$ cat config.mk
export PLATFORM = sky130hd
export DESIGN_NAME = pkt_select
export DESIGN_NICKNAME = d
export VERILOG_FILES = /design/src/rtl/pkt_pkg.sv /design/src/rtl/pkt_filter.sv /design/src/rtl/pkt_crc16.sv /design/src/rtl/pkt_packer.sv /design/src/rtl/pkt_select.sv
export SDC_FILE = /design/constraint.sdc
export NUM_CORES = 1
export LEC_CHECK = 0
export BUFFER_PORTS_ARGS = -buffer_cell sky130_fd_sc_hd__buf_2
export CAP_MARGIN = 20
export CORE_MARGIN = 5
export CORE_UTILIZATION = 40
export DETAILED_ROUTE_END_ITERATION = 8
export PLACE_DENSITY_LB_ADDON = 0.1
export SYNTH_ARGS = -nofsm -noshare
export SYNTH_HDL_FRONTEND = slang
export SYNTH_HIERARCHICAL = 1
export SYNTH_SLANG_ARGS = --single-unit
$ cat constraint.sdc
create_clock -name clk -period 2.8 [get_ports clk]
set_clock_uncertainty 0.1 [all_clocks]
set_input_delay 0.14 -clock clk [delete_from_list [all_inputs] [get_ports clk]]
set_output_delay 0.14 -clock clk [all_outputs]
set_load 0.02 [all_outputs]
$ cat src/rtl/pkt_pkg.sv
`timescale 1ns/1ps
// Shared packet layout constants, filter modes and the per-subframe filter setting.
package pkt_pkg;
    localparam int PKT_BITS  = 751;  // data bits after the start bit
    localparam int ADDR_W    = 10;
    localparam int TYPE_LSB  = 21;
    localparam int EXT_LSB   = 29;
    localparam int EXT_W     = 36;
    localparam int GRP_W     = 4;
    localparam int CRC_LSB   = 31;
    localparam int STORE_LSB = 79;
    localparam int HDR_BITS  = EXT_LSB + EXT_W;
    localparam int POS_W     = $clog2(PKT_BITS);

    typedef enum logic [1:0] {
        SEL_OFF  = 2'd0,
        SEL_ADDR = 2'd1,
        SEL_RAW  = 2'd2,
        SEL_EXT  = 2'd3
    } sel_mode_e;

    typedef struct packed {
        logic [ADDR_W-1:0] addr;
        sel_mode_e         mode;
        logic              grp_en;
        logic [GRP_W-1:0]  grp;
        logic [EXT_W-1:0]  ext_val;
        logic [EXT_W-1:0]  ext_mask;
        logic              half;
    } flt_cfg_t;

    localparam int CFG_W = $bits(flt_cfg_t);
endpackage

$ cat src/rtl/pkt_filter.sv
`timescale 1ns/1ps
// Header filter: decides from a complete header whether one subframe setting
// selects the packet. Purely combinational.
// Assumes hdr[i] holds packet position i.
module pkt_filter
    import pkt_pkg::*;
(
    input  flt_cfg_t            cfg,
    input  logic [HDR_BITS-1:0] hdr,
    output logic                hit,
    output logic                raw
);
    logic       addr_ok;
    logic [7:0] type_b;
    logic [EXT_W-1:0] ext_b;

    // Field extraction from the header image.
    always_comb begin
        addr_ok = (hdr[ADDR_W-1:0] == cfg.addr);
        type_b  = hdr[TYPE_LSB +: 8];
        ext_b   = hdr[EXT_LSB +: EXT_W];
    end

    // Mode-dependent accept decision.
    always_comb begin
        raw = (cfg.mode == SEL_RAW);
        unique case (cfg.mode)
            SEL_ADDR: hit = addr_ok && (!cfg.grp_en || ext_b[GRP_W-1:0] == cfg.grp);
            SEL_RAW:  hit = addr_ok && (type_b == 8'h00 || type_b == 8'h3F);
            SEL_EXT:  hit = addr_ok && (((ext_b ^ cfg.ext_val) & cfg.ext_mask) == '0);
            default:  hit = 1'b0;
        endcase
    end

    // A disabled filter never selects.
    always_comb begin
        assert_off_quiet_R2: assert (!(hit && cfg.mode == SEL_OFF))
            else $error("disabled filter selected a packet");
    end
endmodule

$ cat src/rtl/pkt_crc16.sv
`timescale 1ns/1ps
// Bit-serial CRC-16, MSB-first shift, no final inversion.
// init has priority over en; crc_nxt is the value after absorbing din.
module pkt_crc16 #(
    parameter logic [15:0] POLY = 16'h1021,
    parameter logic [15:0] SEED = 16'hFFFF
) (
    input  logic        clk,
    input  logic        rst_n,
    input  logic        init,
    input  logic        en,
    input  logic        din,
    output logic [15:0] crc_q,
    output logic [15:0] crc_nxt
);
    // Next-state of the shift register for one data bit.
    always_comb begin
        crc_nxt = {crc_q[14:0], 1'b0} ^ ((crc_q[15] ^ din) ? POLY : 16'h0000);
    end

    // Register update: preset at packet start, shift on body bits.
    always_ff @(posedge clk) begin
        if (!rst_n)     crc_q <= SEED;
        else if (init)  crc_q <= SEED;
        else if (en)    crc_q <= crc_nxt;
    end

    assert_crc_preset_R7: assert property (@(posedge clk) disable iff (!rst_n)
        init |=> crc_q == SEED);
endmodule

$ cat src/rtl/pkt_packer.sv
`timescale 1ns/1ps
// Store byte packer: gathers kept bits LSB first into bytes.
// In half mode only the first KEEP bits of every GROUP-bit codeword are kept.
// Assumes at most one en per cycle and clr at every packet start.
module pkt_packer #(
    parameter int GROUP = 24,
    parameter int KEEP  = 12
) (
    input  logic       clk,
    input  logic       rst_n,
    input  logic       clr,
    input  logic       en,
    input  logic       half,
    input  logic       din,
    output logic       byte_valid,
    output logic [7:0] byte_q
);
    localparam int CNT_W = $clog2(GROUP);

    logic [CNT_W-1:0] grp_cnt;
    logic [2:0]       nbit;
    logic [7:0]       sr;
    logic             keep;

    // Keep decision for the current codeword bit.
    always_comb keep = !half || (grp_cnt < CNT_W'(KEEP));

    // Codeword position, bit gathering and byte emission.
    always_ff @(posedge clk) begin
        if (!rst_n) begin
            grp_cnt    <= '0;
            nbit       <= '0;
            sr         <= '0;
            byte_valid <= 1'b0;
            byte_q     <= '0;
        end else begin
            byte_valid <= 1'b0;
            if (clr) begin
                grp_cnt <= '0;
                nbit    <= '0;
            end else if (en) begin
                grp_cnt <= (grp_cnt == CNT_W'(GROUP-1)) ? '0 : grp_cnt + 1'b1;
                if (keep) begin
                    sr   <= {din, sr[7:1]};
                    nbit <= nbit + 1'b1;
                    if (nbit == 3'd7) begin
                        byte_valid <= 1'b1;
                        byte_q     <= {din, sr[7:1]};
                    end
                end
            end
        end
    end

    assert_byte_gap_R8: assert property (@(posedge clk) disable iff (!rst_n)
        byte_valid |=> !byte_valid);
endmodule

$ cat src/rtl/pkt_select.sv
`timescale 1ns/1ps
// Serial packet selector: frames packets from a start strobe with a zero
// start bit, counts subframe slots, filters each header with the setting of
// its subframe, runs the body CRC and streams the payload of accepted packets.
// Assumes bits arrive at most one per clock, qualified by bit_en.
module pkt_select
    import pkt_pkg::*;
#(
    parameter int NUM_SF  = 2,
    parameter int N_SLOTS = 82,
    parameter int ERR_W   = 4,
    parameter int SF_W    = (NUM_SF > 1) ? $clog2(NUM_SF) : 1
) (
    input  logic                    clk,
    input  logic                    rst_n,
    input  logic                    bit_en,
    input  logic                    bit_in,
    input  logic                    pkt_start,
    input  logic                    sf_first,
    input  logic [SF_W-1:0]         sf_id,
    input  logic [NUM_SF*CFG_W-1:0] flt_cfg,
    input  logic [ERR_W-1:0]        fec_uncorr,
    output logic                    st_valid,
    output logic [7:0]              st_byte,
    output logic                    st_done,
    output logic                    st_crc_ok,
    output logic [ERR_W-1:0]        st_uncorr
);
    localparam int SLOT_W = $clog2(N_SLOTS + 1);

    logic                active;
    logic [POS_W-1:0]    pos;
    logic [SLOT_W-1:0]   slot;
    logic [SF_W-1:0]     sf_l;
    logic [HDR_BITS-1:0] hdr;
    logic                accept;
    logic                raw_l;
    logic                half_l;
    logic                start;
    logic                step;
    logic                last;
    logic [NUM_SF-1:0]   hit_v;
    logic [NUM_SF-1:0]   raw_v;
    logic [NUM_SF-1:0]   half_v;
    logic [15:0]         crc_q;
    logic [15:0]         crc_nxt;

    // Qualified strobes for framing.
    always_comb begin
        start = bit_en && pkt_start;
        step  = bit_en && !pkt_start && active;
        last  = step && (pos == POS_W'(PKT_BITS-1));
    end

    // One filter per subframe setting.
    for (genvar g = 0; g < NUM_SF; g++) begin : g_sf
        flt_cfg_t cfg_g;
        assign cfg_g     = flt_cfg[g*CFG_W +: CFG_W];
        assign half_v[g] = cfg_g.half;
        pkt_filter u_flt (
            .cfg (cfg_g),
            .hdr (hdr),
            .hit (hit_v[g]),
            .raw (raw_v[g])
        );
    end

    // Framing, bit position and subframe slot count.
    always_ff @(posedge clk) begin
        if (!rst_n) begin
            active <= 1'b0;
            pos    <= '0;
            slot   <= '0;
            sf_l   <= '0;
        end else if (start) begin
            active <= !bit_in;
            pos    <= '0;
            sf_l   <= sf_id;
            if (sf_first)                        slot <= SLOT_W'(1);
            else if (slot != SLOT_W'(N_SLOTS))   slot <= slot + 1'b1;
        end else if (step) begin
            if (last) active <= 1'b0;
            pos <= pos + 1'b1;
        end
    end

    // Header image: hdr[i] ends up holding position i.
    always_ff @(posedge clk) begin
        if (!rst_n)                                  hdr <= '0;
        else if (start)                              hdr <= '0;
        else if (step && pos < POS_W'(HDR_BITS))     hdr <= {bit_in, hdr[HDR_BITS-1:1]};
    end

    // Accept decision, taken once the header is complete.
    always_ff @(posedge clk) begin
        if (!rst_n) begin
            accept <= 1'b0;
            raw_l  <= 1'b0;
            half_l <= 1'b0;
        end else if (start) begin
            accept <= 1'b0;
        end else if (step && pos == POS_W'(HDR_BITS)) begin
            accept <= hit_v[sf_l] && (slot < SLOT_W'(N_SLOTS));
            raw_l  <= raw_v[sf_l];
            half_l <= half_v[sf_l] && !raw_v[sf_l];
        end
    end

    pkt_crc16 u_crc (
        .clk     (clk),
        .rst_n   (rst_n),
        .init    (start),
        .en      (step && pos >= POS_W'(CRC_LSB)),
        .din     (bit_in),
        .crc_q   (crc_q),
        .crc_nxt (crc_nxt)
    );

    pkt_packer u_pack (
        .clk        (clk),
        .rst_n      (rst_n),
        .clr        (start),
        .en         (step && accept && pos >= POS_W'(STORE_LSB)),
        .half       (half_l),
        .din        (bit_in),
        .byte_valid (st_valid),
        .byte_q     (st_byte)
    );

    // Completion pulse with CRC verdict and correction count.
    always_ff @(posedge clk) begin
        if (!rst_n) begin
            st_done   <= 1'b0;
            st_crc_ok <= 1'b0;
            st_uncorr <= '0;
        end else begin
            st_done <= last && accept;
            if (last && accept) begin
                st_crc_ok <= (crc_nxt == 16'h0000);
                st_uncorr <= raw_l ? '0 : fec_uncorr;
            end
        end
    end

    assert_done_pulse_R7: assert property (@(posedge clk) disable iff (!rst_n)
        st_done |=> !st_done);
    assert_slot_block_R5: assert property (@(posedge clk) disable iff (!rst_n)
        st_done |-> slot < SLOT_W'(N_SLOTS));
    assert_done_enabled_R11: assert property (@(posedge clk) disable iff (!rst_n)
        st_done |-> $past(bit_en));
    assert_store_accepted_R8: assert property (@(posedge clk) disable iff (!rst_n)
        st_valid |-> accept);
endmodule

==> run metrics <==
filler cell count in the final layout=approximately 1600; Top Family by Delay on Critical Path=compound AO/OA/AOI/OAI gates; synthesized instance count=716; chip width=140.5 um; final core utilization=around 52%; max cap viols=0; buffers plus inverters on the worst setup path=0; category of the worst setup path launch point=register; routability congestion estimate=0.8443; minimum setup slack in the final design=0.3751 ns; Critical R2R Launch=hdr[50]; Pins Over Slew Limit=0; number of vias after detailed routing=roughly 5700; core area=16640 sq um; Max transition margin=65.38%; buffer cell driving the clock tree root=clkbuf_16; overall global routing resource usage=about a fifth; CTS tree=done; Die ar.=around 20000 sq um; required time of the critical path=a little over 3 ns; final worst path period need=2.425 ns; power density over the cells=516.0 nW/um^2; total overflow reported by the global router=0; clock latency on the worst-skew pair=about 0.42 ns; vias in the first global route=just under 6000; total of warnings raised by yosys=6; number of top-level design ports=roughly 210; category of the worst setup path capture point=register; met2 WL=8.442 mm; amount of wire on met3 after detailed routing=roughly 1.3 mm; biggest cell delay along the critical path=0.52 ns; number of gates on the worst path with buffers counted=10; sum of net half-perimeters after detailed placement=14.62 mm; transition at the pin with the smallest max-transition slack=a little over 0.5 ns; flop2flop setup slack=0.38 ns; routed length per instance=16.12 um; kind of critical path=reg2reg; total negative slack for setup checks=0 ns; crit-path max FO=3; fmax=just over 0.4 GHz; nets@finish=approximately 1100; crit path DAT=2.67 ns; worst-case reg-to-reg path depth=10; worst-case clock buffer depth=2; number of sinks handled by clock tree synthesis=around 130; top routing layer in use=met5; Die H=around 140 um; source of the critical timing path=hdr[50]; row count=47; layout overhead on the synthesized area=27.61%; DRC=0; Seq. cell area=2663 sq um; global-route wire length before repair=29.78 mm; maximum number of pins on one net before global-route repair=69; PortBufs=205; path class of the lowest-slack min-delay path=in2reg; Vias/cell=4.957; effective utilization at floorplan=40.95%; number of CTS-inserted buffers=17; fraction of the cycle the final worst path needs=between 80% and 90%; multi-input logic area=3946 sq um; final routed wirelength across all metal layers=18.68 mm; clock-pin slew of the registers on the worst-case setup and hold paths=0.06 ns; syn nets=roughly 920; status=complete, no violations; Syn Std Cell Area=6815 sq um; DP Worst Slack=between 0.3 and 0.4 ns; Final Hold Fails=0; number of nets with antenna violations after routing=0; mean instance size in the synthesized netlist=9.519 sq um; cell-by-cell listing of the critical path=xor2_1 > a22o_1 > a221oi_2 > nand4_1 > or4_1 > a21oi_1 > mux2i_1 > a21oi_1 > nand4_1 > o21ai_0; highest-delay cell along the critical path=or4_1; VDD IR max=between 0.3 and 0.4 mV; length of routed wiring on met1=8.658 mm; Reg-to-Reg End=accept; post-CTS setup buffers=0; capture point of the critical path=accept; Final setup violation count=0; leakage=4.155 nW; Iter 0 DRT Violations=just under 200; fraction of final layout cells sized beyond drive strength 1=between 20% and 30%; First-pass DRT Iterations=4; unrepaired setup endpoints after global routing=false; antenna violations before repair=2; htree depth=4
-- worst min-delay path, delay by kind of cell --
kind / cells / cell delay (ns)
simple gates: 1 / 0.10
mux: 1 / 0.06
buf+inv: 1 / 0.18
-- final cells by class --
type	count	share of cell area [%]
multi-input cells	543	45.37
diodes	2	0.05755
flip-flops and latches	133	30.61
inverters	10	0.4316
well taps	220	3.165
clock inverters	13	1.841
clock buffers	18	4.935
repair buffers	220	13.58
-- worst min-delay path by stage --
| stage | slack, ns | depth (start not counted) | from | to |
|---|---|---|---|---|
| 6_report | 0.02 | 3 | bit_in | hdr[64] |
| 5_1_grt | 0.03 | 3 | bit_in | hdr[64] |
| 4_1_cts | 0.005 | 3 | bit_in | hdr[64] |
| 3_5_place_dp | 0.33 | 3 | fec_uncorr[1] | st_uncorr[1] |
| 3_3_place_gp | 0.33 | 3 | sf_id | sf_l |
| 2_1_floorplan | 0.18 | 2 | bit_in | hdr[64] |
-- power by group --
part	internal (mW)	leakage, nW	switching [mW]	total (mW)
sequential	1.90	1.07	0.00491	1.90
combinational	0.185	2.81	0.171	0.356
clock	1.39	0.274	0.842	2.23
-- state kept, by name, indices dropped and copies added, names as in the netlist, 4 cells and up --
| register | cells |
|---|---|
| hdr | 65 |
| pos | 10 |
| slot | 7 |
| st_uncorr | 4 |
| u_crc/crc_q | 16 |
| u_pack/byte_q | 8 |
| u_pack/grp_cnt | 5 |
| u_pack/sr | 7 |
-- stage by stage --
| step | hold WS, ns | std cells | area (sq um) | power [mW] |
|---|---|---|---|---|
| global placement | 0.3252 | 1119 | 8033 | 2.294 |
| CTS | 0.004825 | 1157 | 8692 | 4.539 |
| finish | 0.02143 | 1159 | 8697 | 4.488 |
| global route | 0.02907 | 1158 | 8695 | 4.657 |
| detailed placement | 0.3269 | 1119 | 8033 | 2.293 |
| floorplan | 0.1788 | 716 | 6815 | 2.095 |
-- metal layers --
metal / global-route usage, % / up-vias
met4: 5.660 / 2
li1: - / 2944
met3: 6.578 / 25
met1: 25.08 / 2610
met5: 0 / -
met2: 29.33 / 164
-- layout by cell type, fill, tap and decap left out, drive strengths merged, types with 10 or more instances in the layout --
| cell | instances |
|---|---|
| nand2 | 131 |
| buf | 213 |
| mux2i | 96 |
| nor2 | 23 |
| xnor2 | 12 |
| a22o | 12 |
| xor2 | 103 |
| clkbuf | 18 |
| dfxtp | 133 |
| a221oi | 12 |
| a21oi | 14 |
| nand4 | 13 |
| inv | 10 |
| nor4 | 13 |
| nor3 | 11 |
-- what timing repair did --
action / 4_1_cts / 5_1_grt
resized for setup: 0 / 0
hold endpoints to repair: 7 / 0
hold buffers: 7 / 0
Power figures use the tool's default switching activity.
